===== src/rtl/mon_mixer_pkg.sv =====
package mon_mixer_pkg;
  localparam int MANT_W = 9;
  localparam int FRAC_W = 8;

  // fine-step gain in 1/256 units: 0, -1.5, -3, -4.5 dB
  function automatic logic [MANT_W-1:0] fine_gain(input logic [1:0] f);
    logic [MANT_W-1:0] g;
    case (f)
      2'd0:    g = 9'd256;
      2'd1:    g = 9'd215;
      2'd2:    g = 9'd181;
      default: g = 9'd153;
    endcase
    return g;
  endfunction
endpackage


===== src/rtl/mon_mixer_rst_sync.sv =====
module mon_mixer_rst_sync (
  input  logic clk,
  input  logic rst_n,
  output logic rst_sync_n
);
  logic stg_q, stg_d;
  logic out_q, out_d;

  always_comb begin
    stg_d = 1'b1;
    out_d = stg_q;
  end

  always_ff @(posedge clk or negedge rst_n) begin
    if (!rst_n) begin
      stg_q <= 1'b0;
      out_q <= 1'b0;
    end else begin
      stg_q <= stg_d;
      out_q <= out_d;
    end
  end

  assign rst_sync_n = out_q;
endmodule


===== src/rtl/mon_mixer_atten.sv =====
module mon_mixer_atten
  import mon_mixer_pkg::*;
#(
  parameter int SW = 16,
  parameter int CW = 6
) (
  input  logic [CW-1:0]        code,
  input  logic signed [SW-1:0] smp_i,
  output logic signed [SW-1:0] att_o
);
  localparam int QW = CW - 2;
  localparam int PW = SW + MANT_W + 1;

  logic [QW-1:0]          coarse;
  logic [MANT_W-1:0]      gain;
  logic signed [PW-1:0]   prod;

  always_comb begin
    coarse = code[CW-1:2];
    gain   = fine_gain(code[1:0]);
    prod   = PW'(smp_i * $signed({1'b0, gain}));
    att_o  = SW'(prod >>> (FRAC_W + int'(coarse)));
  end
endmodule


===== src/rtl/mon_mixer_satadd.sv =====
module mon_mixer_satadd #(
  parameter int SW = 16
) (
  input  logic signed [SW-1:0] a_i,
  input  logic signed [SW-1:0] b_i,
  output logic signed [SW-1:0] s_o
);
  logic signed [SW:0] wide;

  always_comb begin
    wide = {a_i[SW-1], a_i} + {b_i[SW-1], b_i};
    if (wide[SW] != wide[SW-1])
      s_o = wide[SW] ? {1'b1, {(SW-1){1'b0}}} : {1'b0, {(SW-1){1'b1}}};
    else
      s_o = wide[SW-1:0];
  end
endmodule


===== src/rtl/mon_mixer.sv =====
module mon_mixer #(
  parameter int SW = 16,
  parameter int CW = 6
) (
  input  logic                 clk,
  input  logic                 rst_n,
  input  logic                 smp_stb,
  input  logic signed [SW-1:0] adc_l,
  input  logic signed [SW-1:0] adc_r,
  input  logic                 cap_taken,
  input  logic signed [SW-1:0] ply_l,
  input  logic signed [SW-1:0] ply_r,
  input  logic                 ply_valid,
  input  logic [CW-1:0]        mon_atten,
  input  logic                 mon_en,
  output logic signed [SW-1:0] mix_l,
  output logic signed [SW-1:0] mix_r,
  output logic                 mix_vld
);
  localparam int NCH = 2;

  logic rst_sync_n;

  mon_mixer_rst_sync u_rst (
    .clk        (clk),
    .rst_n      (rst_n),
    .rst_sync_n (rst_sync_n)
  );

  logic signed [SW-1:0] adc_v  [NCH];
  logic signed [SW-1:0] ply_v  [NCH];
  logic signed [SW-1:0] hold_q [NCH];
  logic signed [SW-1:0] hold_d [NCH];
  logic signed [SW-1:0] src    [NCH];
  logic signed [SW-1:0] mon    [NCH];
  logic signed [SW-1:0] pterm  [NCH];
  logic signed [SW-1:0] sum    [NCH];
  logic signed [SW-1:0] out_q  [NCH];
  logic signed [SW-1:0] out_d  [NCH];
  logic                 hold_en;
  logic                 vld_q, vld_d;

  assign adc_v[0] = adc_l;
  assign adc_v[1] = adc_r;
  assign ply_v[0] = ply_l;
  assign ply_v[1] = ply_r;
  assign hold_en  = smp_stb & cap_taken;
  assign vld_d    = smp_stb;

  for (genvar ch = 0; ch < NCH; ch++) begin : g_ch
    // monitor source: fresh sample when consumed, stored one on overrun
    always_comb begin
      src[ch]    = cap_taken ? adc_v[ch] : hold_q[ch];
      hold_d[ch] = hold_en ? adc_v[ch] : hold_q[ch];
      pterm[ch]  = ply_valid ? ply_v[ch] : '0;
    end

    logic signed [SW-1:0] att;

    mon_mixer_atten #(.SW(SW), .CW(CW)) u_att (
      .code  (mon_atten),
      .smp_i (src[ch]),
      .att_o (att)
    );

    assign mon[ch] = mon_en ? att : '0;

    mon_mixer_satadd #(.SW(SW)) u_add (
      .a_i (mon[ch]),
      .b_i (pterm[ch]),
      .s_o (sum[ch])
    );

    assign out_d[ch] = smp_stb ? sum[ch] : out_q[ch];

    always_ff @(posedge clk or negedge rst_sync_n) begin
      if (!rst_sync_n) begin
        hold_q[ch] <= '0;
        out_q[ch]  <= '0;
      end else begin
        hold_q[ch] <= hold_d[ch];
        out_q[ch]  <= out_d[ch];
      end
    end
  end

  always_ff @(posedge clk or negedge rst_sync_n) begin
    if (!rst_sync_n) vld_q <= 1'b0;
    else             vld_q <= vld_d;
  end

  assign mix_l   = out_q[0];
  assign mix_r   = out_q[1];
  assign mix_vld = vld_q;
endmodule


===== config.mk =====
export PLATFORM = sky130hd
export DESIGN_NAME = mon_mixer
export DESIGN_NICKNAME = d
export VERILOG_FILES = /design/src/rtl/mon_mixer_pkg.sv /design/src/rtl/mon_mixer_rst_sync.sv /design/src/rtl/mon_mixer_atten.sv /design/src/rtl/mon_mixer_satadd.sv /design/src/rtl/mon_mixer.sv
export SDC_FILE = /design/constraint.sdc
export NUM_CORES = 1
export LEC_CHECK = 0
export ABC_AREA = 1
export BUFFER_PORTS_ARGS = -buffer_cell sky130_fd_sc_hd__buf_2
export CORE_UTILIZATION = 65
export DETAILED_ROUTE_END_ITERATION = 6
export GPL_ROUTABILITY_DRIVEN = 0
export PLACE_DENSITY = 0.84
export REMOVE_ABC_BUFFERS = 1
export SLEW_MARGIN = 20
export SYNTH_ARGS = -nofsm -noshare
export SYNTH_HDL_FRONTEND = slang
export SYNTH_SLANG_ARGS = --single-unit

===== constraint.sdc =====
create_clock -name clk -period 2.8 [get_ports clk]
set_input_delay 0 -clock clk [delete_from_list [all_inputs] [get_ports clk]]
set_output_delay 0 -clock clk [all_outputs]
set_load 0.01 [all_outputs]

==> impl_results.md, run 1 <==
* Run status: stopped before the end
* Stopped at: global routing
* First logged error message: [ERROR GRT-0232] Routing congestion too high. Check the congestion heatmap in the GUI.
* Sink Count at 67
* Endpoint pin with the least setup slack after global-route repair: mix_l[6]$_DFFE_PN0P_/D
* PortBufs at 108
* Post-synth design cell area at 18200 sq um
* Overflow left after global routing at 568
* Category of the worst endpoint: sequential cell input
* Count of H-tree levels built during CTS at 3
* Die Span Y at 169 um
* GRT Total Usage at 0.865
* HPWL after detailed placement at 46800 um
* Number of distinct library cells after synthesis at 42
* Async set-or-reset flop fraction in the synthesized netlist at 1.00
* Boundary pin count at 109
* Total CTS buffers at 9
* Die boundary width at 169 um
* Setup slack after placement at -4.96 ns
* Number of buffers on the longest clock path at 2
* Placement row count at 60
* Starting Density at 0.669
* Syn. warnings at 0
* Syn_area_per_cell at 6.67 sq um
* Cell count after synthesis at 2729
* Flops & latches, synth at 67
* Inst Count DP at 3514
* Sequential share of the synthesized area at 0.0922
* Largest net degree at the start of global routing at 64
* Most used flip-flop cell after synthesis: dfrtp_1
* Clock root buffer: clkbuf_16
* EDFF count, synth at 0
[through the flow]
stage,cell area [sq um],util
after floorplan,17900,-
after global placement,21900,0.805
after detailed placement,21900,0.805
after CTS,23700,0.871
[synthesized netlist by cell type, types with 3 or more instances]
library cell	number	area share
a21o_1	9	0.0037
a21oi_1	83	0.023
a21oi_2	22	0.011
a21oi_4	4	0.0036
a31oi_1	5	0.0017
buf_1	12	0.0025
buf_2	13	0.0036
buf_6	4	0.0025
clkbuf_1	38	0.0078
clkinv_1	6	0.0012
dfrtp_1	67	0.092
fa_1	240	0.26
ha_1	153	0.11
inv_1	693	0.14
inv_2	3	0.00062
nand2_1	713	0.15
nand2_2	10	0.0034
nand3_1	266	0.073
nand3_2	4	0.0022
nand3b_1	9	0.0037
nand4_1	24	0.0083
nor2_1	204	0.042
nor3_1	4	0.0011
o21ai_0	72	0.020
o21bai_1	4	0.0017
o31ai_1	6	0.0025
or2_2	5	0.0017
xnor2_1	13	0.0063
xor2_1	25	0.012
[timing repair]
| item | 4_1_cts |
|---|---|
| hold endpoints to repair | 33 |
| buffers inserted | 26 |
| pin swaps | 81 |
| hold buffers | 33 |
| gates resized for setup | 232 |
| setup endpoints to repair | 32 |
| gates cloned | 2 |
[per-layer routing]
| metal | GRT overflow | GRT usage |
|---|---|---|
| met1 | 4 | 0.830 |
| met2 | 369 | 1.03 |
| met3 | 10 | 0.728 |
| met4 | 185 | 0.953 |
| met5 | 0 | 0.289 |
[cells by family after synthesis]
| family | count (synthesis) | synth area share |
|---|---|---|
| flops | 67 | 0.0922 |
| fa+ha+maj | 393 | 0.369 |
| buf+inv | 770 | 0.162 |
| compound gates | 214 | 0.0724 |
| simple gates | 1245 | 0.285 |
| mux | 1 | 0.000619 |
| other cells | 1 | 0.000206 |
| xor+xnor | 38 | 0.0183 |
==> inputs of run 2 (changes only) <==
Settings changed: CORE_UTILIZATION 65 to 40, PLACE_DENSITY 0.84 to default, PLACE_DENSITY_LB_ADDON from default to 0.15.
==> impl_results.md, run 2 <==
* Die area at 46300 sq um
* Clock slew seen by the registers of the worst setup and hold paths at 0.06 ns
* Setup crit start kind: flip-flop
* Most frequent cell after synthesis: nand2_1 (unchanged)
* Placement row count at 77 (was 60)
* Via count of the routed design at 18661
* Layout overhead on the synthesized area at 42.1%
* Met1 Resource Use GR at 0.298
* Largest net degree at the start of global routing at 37
* Largest area contributor in the synthesized netlist: fa_1 (unchanged)
* Largest cells by area after synthesis: fa_1, nand2_1, inv_1, ha_1, dfrtp_1 (unchanged)
* Overflow left after global routing at 0
* Number of fill cells at 4213
* Multi-input combinational cell area at 15700 sq um
* EDFF count, synth at 0 (unchanged)
* Clock root buffer: clkbuf_16 (unchanged)
* Antenna violations before repair at 0
* RSZ-0062 raised after global routing: true
* Combined flip-flop and latch cell area at 1680 sq um
* Number of iterations in the first detailed-routing pass at 5
* Setup Total Neg Slack at -132.12 ns
* Fin crit share at 2.52
* Synth cell count leaders: nand2_1, inv_1, nand3_1 (unchanged)
* Die Span Y at 215 um (was 169 um)
* GRT Total Usage at 0.247
* Detailed router's first-iteration violation count at 877
* Required arrival time at the worst endpoint at 3.05 ns
* Max-cap violations at 0
* Most used flip-flop cell after synthesis: dfrtp_1 (unchanged)
* Met2 routing resource usage after global routing at 0.450
* Total CTS buffers at 9 (unchanged)
* Final Max Slew Viols at 0
* Final worst clock skew at 0.00980 ns
* Die boundary width at 215 um (was 169 um)
* PortBufs at 108 (unchanged)
* Sequential share of the synthesized area at 0.0922 (unchanged)
* Run status: complete, but fails checks (was stopped before the end)
* Final ANT Viol Nets at 0
* Routed length per instance at 14.2 um
* TritonCTS clock tree: built
* Count of H-tree levels built during CTS at 3 (unchanged)
* Global routing's busiest layer: met2
* Flops & latches, synth at 67 (unchanged)
* Flip-flop count of the largest register after layout at 32
* Syn_area_per_cell at 6.67 sq um (unchanged)
* Area share of the leading cell type in the synthesized netlist at 0.264 (unchanged)
* Async set-or-reset flop fraction in the synthesized netlist at 1.00 (unchanged)
* Commonest non-fill, non-tap cell in the layout: inv_1
* HPWL after detailed placement at 45300 um (was 46800 um)
* Crit path max fanout at 7
* Wirelength, routed at 55400 um
* Syn. warnings at 0 (unchanged)
* Worst Max-Slew Pin Slew at 0.872 ns
* Met3 layer usage reported by global route at 0.0283
* Cell with the largest stage delay on the worst path: fa_1
* Core outline area at 44500 sq um
* Number of buffers on the longest clock path at 2 (unchanged)
* Least setup slack across all paths after layout at -4.25 ns
* Number of distinct library cells after synthesis at 42 (unchanged)
* Via density per instance at 4.79
* Number of setup violations in the final report at 32
* Fraction of layout cells with a size suffix above 1 at 0.338
* Clock latency reported for the late side of the worst-skew pair at 0.38 ns
* Violated checks: negative setup slack
* Nets at 3770
* Critical path capture point type: flip-flop
* Sink Count at 67 (unchanged)
* Antenna diode instance count at 0
* Headroom to the max-slew limit at 0.419
* Maximum achievable frequency at 142 MHz
* Tightest Hold Check Type: input port to flip-flop
* Final-report hold violation count at 0
* First-pass GRT wire length at 93200 um
* Post-synth design cell area at 18200 sq um (unchanged)
* Crit path DAT at 7.30 ns
* Top register by number of flip-flops: hold_q
* Starting Density at 0.409 (was 0.669)
* Boundary pin count at 109 (unchanged)
* Cell occurring most often along the worst timing path: fa_1
* Maximum cell stage delay along the critical path at 0.56 ns
* DR DRC count at 0
* Type of the setup path with the least slack: flip-flop to flip-flop
* Via count of the first global-routing pass at 19854
* Minimum period implied by the final worst setup slack at 7.05 ns
* Leading cell types in the layout, fill and taps excluded: inv_1, nand2_1, buf_4, fa_1, nand3_1
* Cell count after synthesis at 2729 (unchanged)
run 2: per-stage QoR:
stage,setup slack [ns],hold slack (ns),util,std cells,instance area [sq um]
6_report,-4.25,0.102,0.581,3897,25800
5_1_grt,-4.63,0.0988,0.581,3897,25800
4_1_cts,-4.15,0.0744,0.550,3864,24500
3_5_place_dp,-4.73,-0.212,0.502,3764,22300
3_3_place_gp,-4.63,-0.214,0.502,3764,22300
2_1_floorplan,-4.81,-0.296,-,2661,17900
run 2: worst paths after layout:
check / startpoint / endpoint / slack, ns / cells after the start
min reg2reg: u_rst.out_d / u_rst.rst_sync_n / 0.35 / 0
max in group asynchronous: u_rst.rst_sync_n / hold_q[11] / 1.70 / 1
min: smp_stb / mix_r[0] / 0.10 / 3
max reg2reg: hold_q[15] / mix_r[5] / -4.25 / 40
min in group asynchronous: u_rst.rst_sync_n / mix_l[14] / 0.38 / 0
max: hold_q[15] / mix_r[5] / -4.25 / 40
run 2: final cells by class:
cell class / instances / area share
clock buffers: 13 / 0.0105
multi-input cells: 1894 / 0.608
repair buffers: 627 / 0.184
flip-flops and latches: 67 / 0.0649
well taps: 592 / 0.0287
clock inverters: 2 / 0.00136
inverters: 702 / 0.103
run 2: logic make-up (layout without fill, tap and decap cells):
| group | after synthesis | after routing | share of synthesized area |
|---|---|---|---|
| mux | 1 | 1 | 0.000619 |
| flops | 67 | 67 | 0.0922 |
| simple gates | 1245 | 1247 | 0.285 |
| xor+xnor | 38 | 38 | 0.0183 |
| fa+ha+maj | 393 | 393 | 0.369 |
| other cells | 1 | 1 | 0.000206 |
| buf+inv | 770 | 1344 | 0.162 |
| compound gates | 214 | 214 | 0.0724 |
run 2: repair_timing:
action                                  CTS  global route
gates cloned                              3             1
pin swaps                                65           150
endpoints found under the hold margin    33             0
endpoints found under the setup margin   32            32
resized for setup                       266           313
hold buffers                             33             0
buffers inserted                         49            33
run 2: metal layers:
metal / part of all wire / up-vias / wire (um)
li1: - / 9334 / -
met1: 0.43 / 8916 / 23800
met2: 0.51 / 305 / 28300
met3: 0.027 / 106 / 1520
met4: 0.033 / 0 / 1840
met5: 0 / - / 0
run 2: worst max-delay path, delay by kind of cell, from the launching register on:
family,cells,cell delay (ns)
flip-flops,1,0.37
adder cells (fa/ha/maj),7,3.07
AND/OR/NAND/NOR,13,1.31
buffers and inverters,14,1.29
AO/OA/AOI/OAI,6,0.88
Power of run 2 is left out: the tool's default activity adds up to more than one toggle a clock period on the data nets, which glitch-free logic cannot reach.
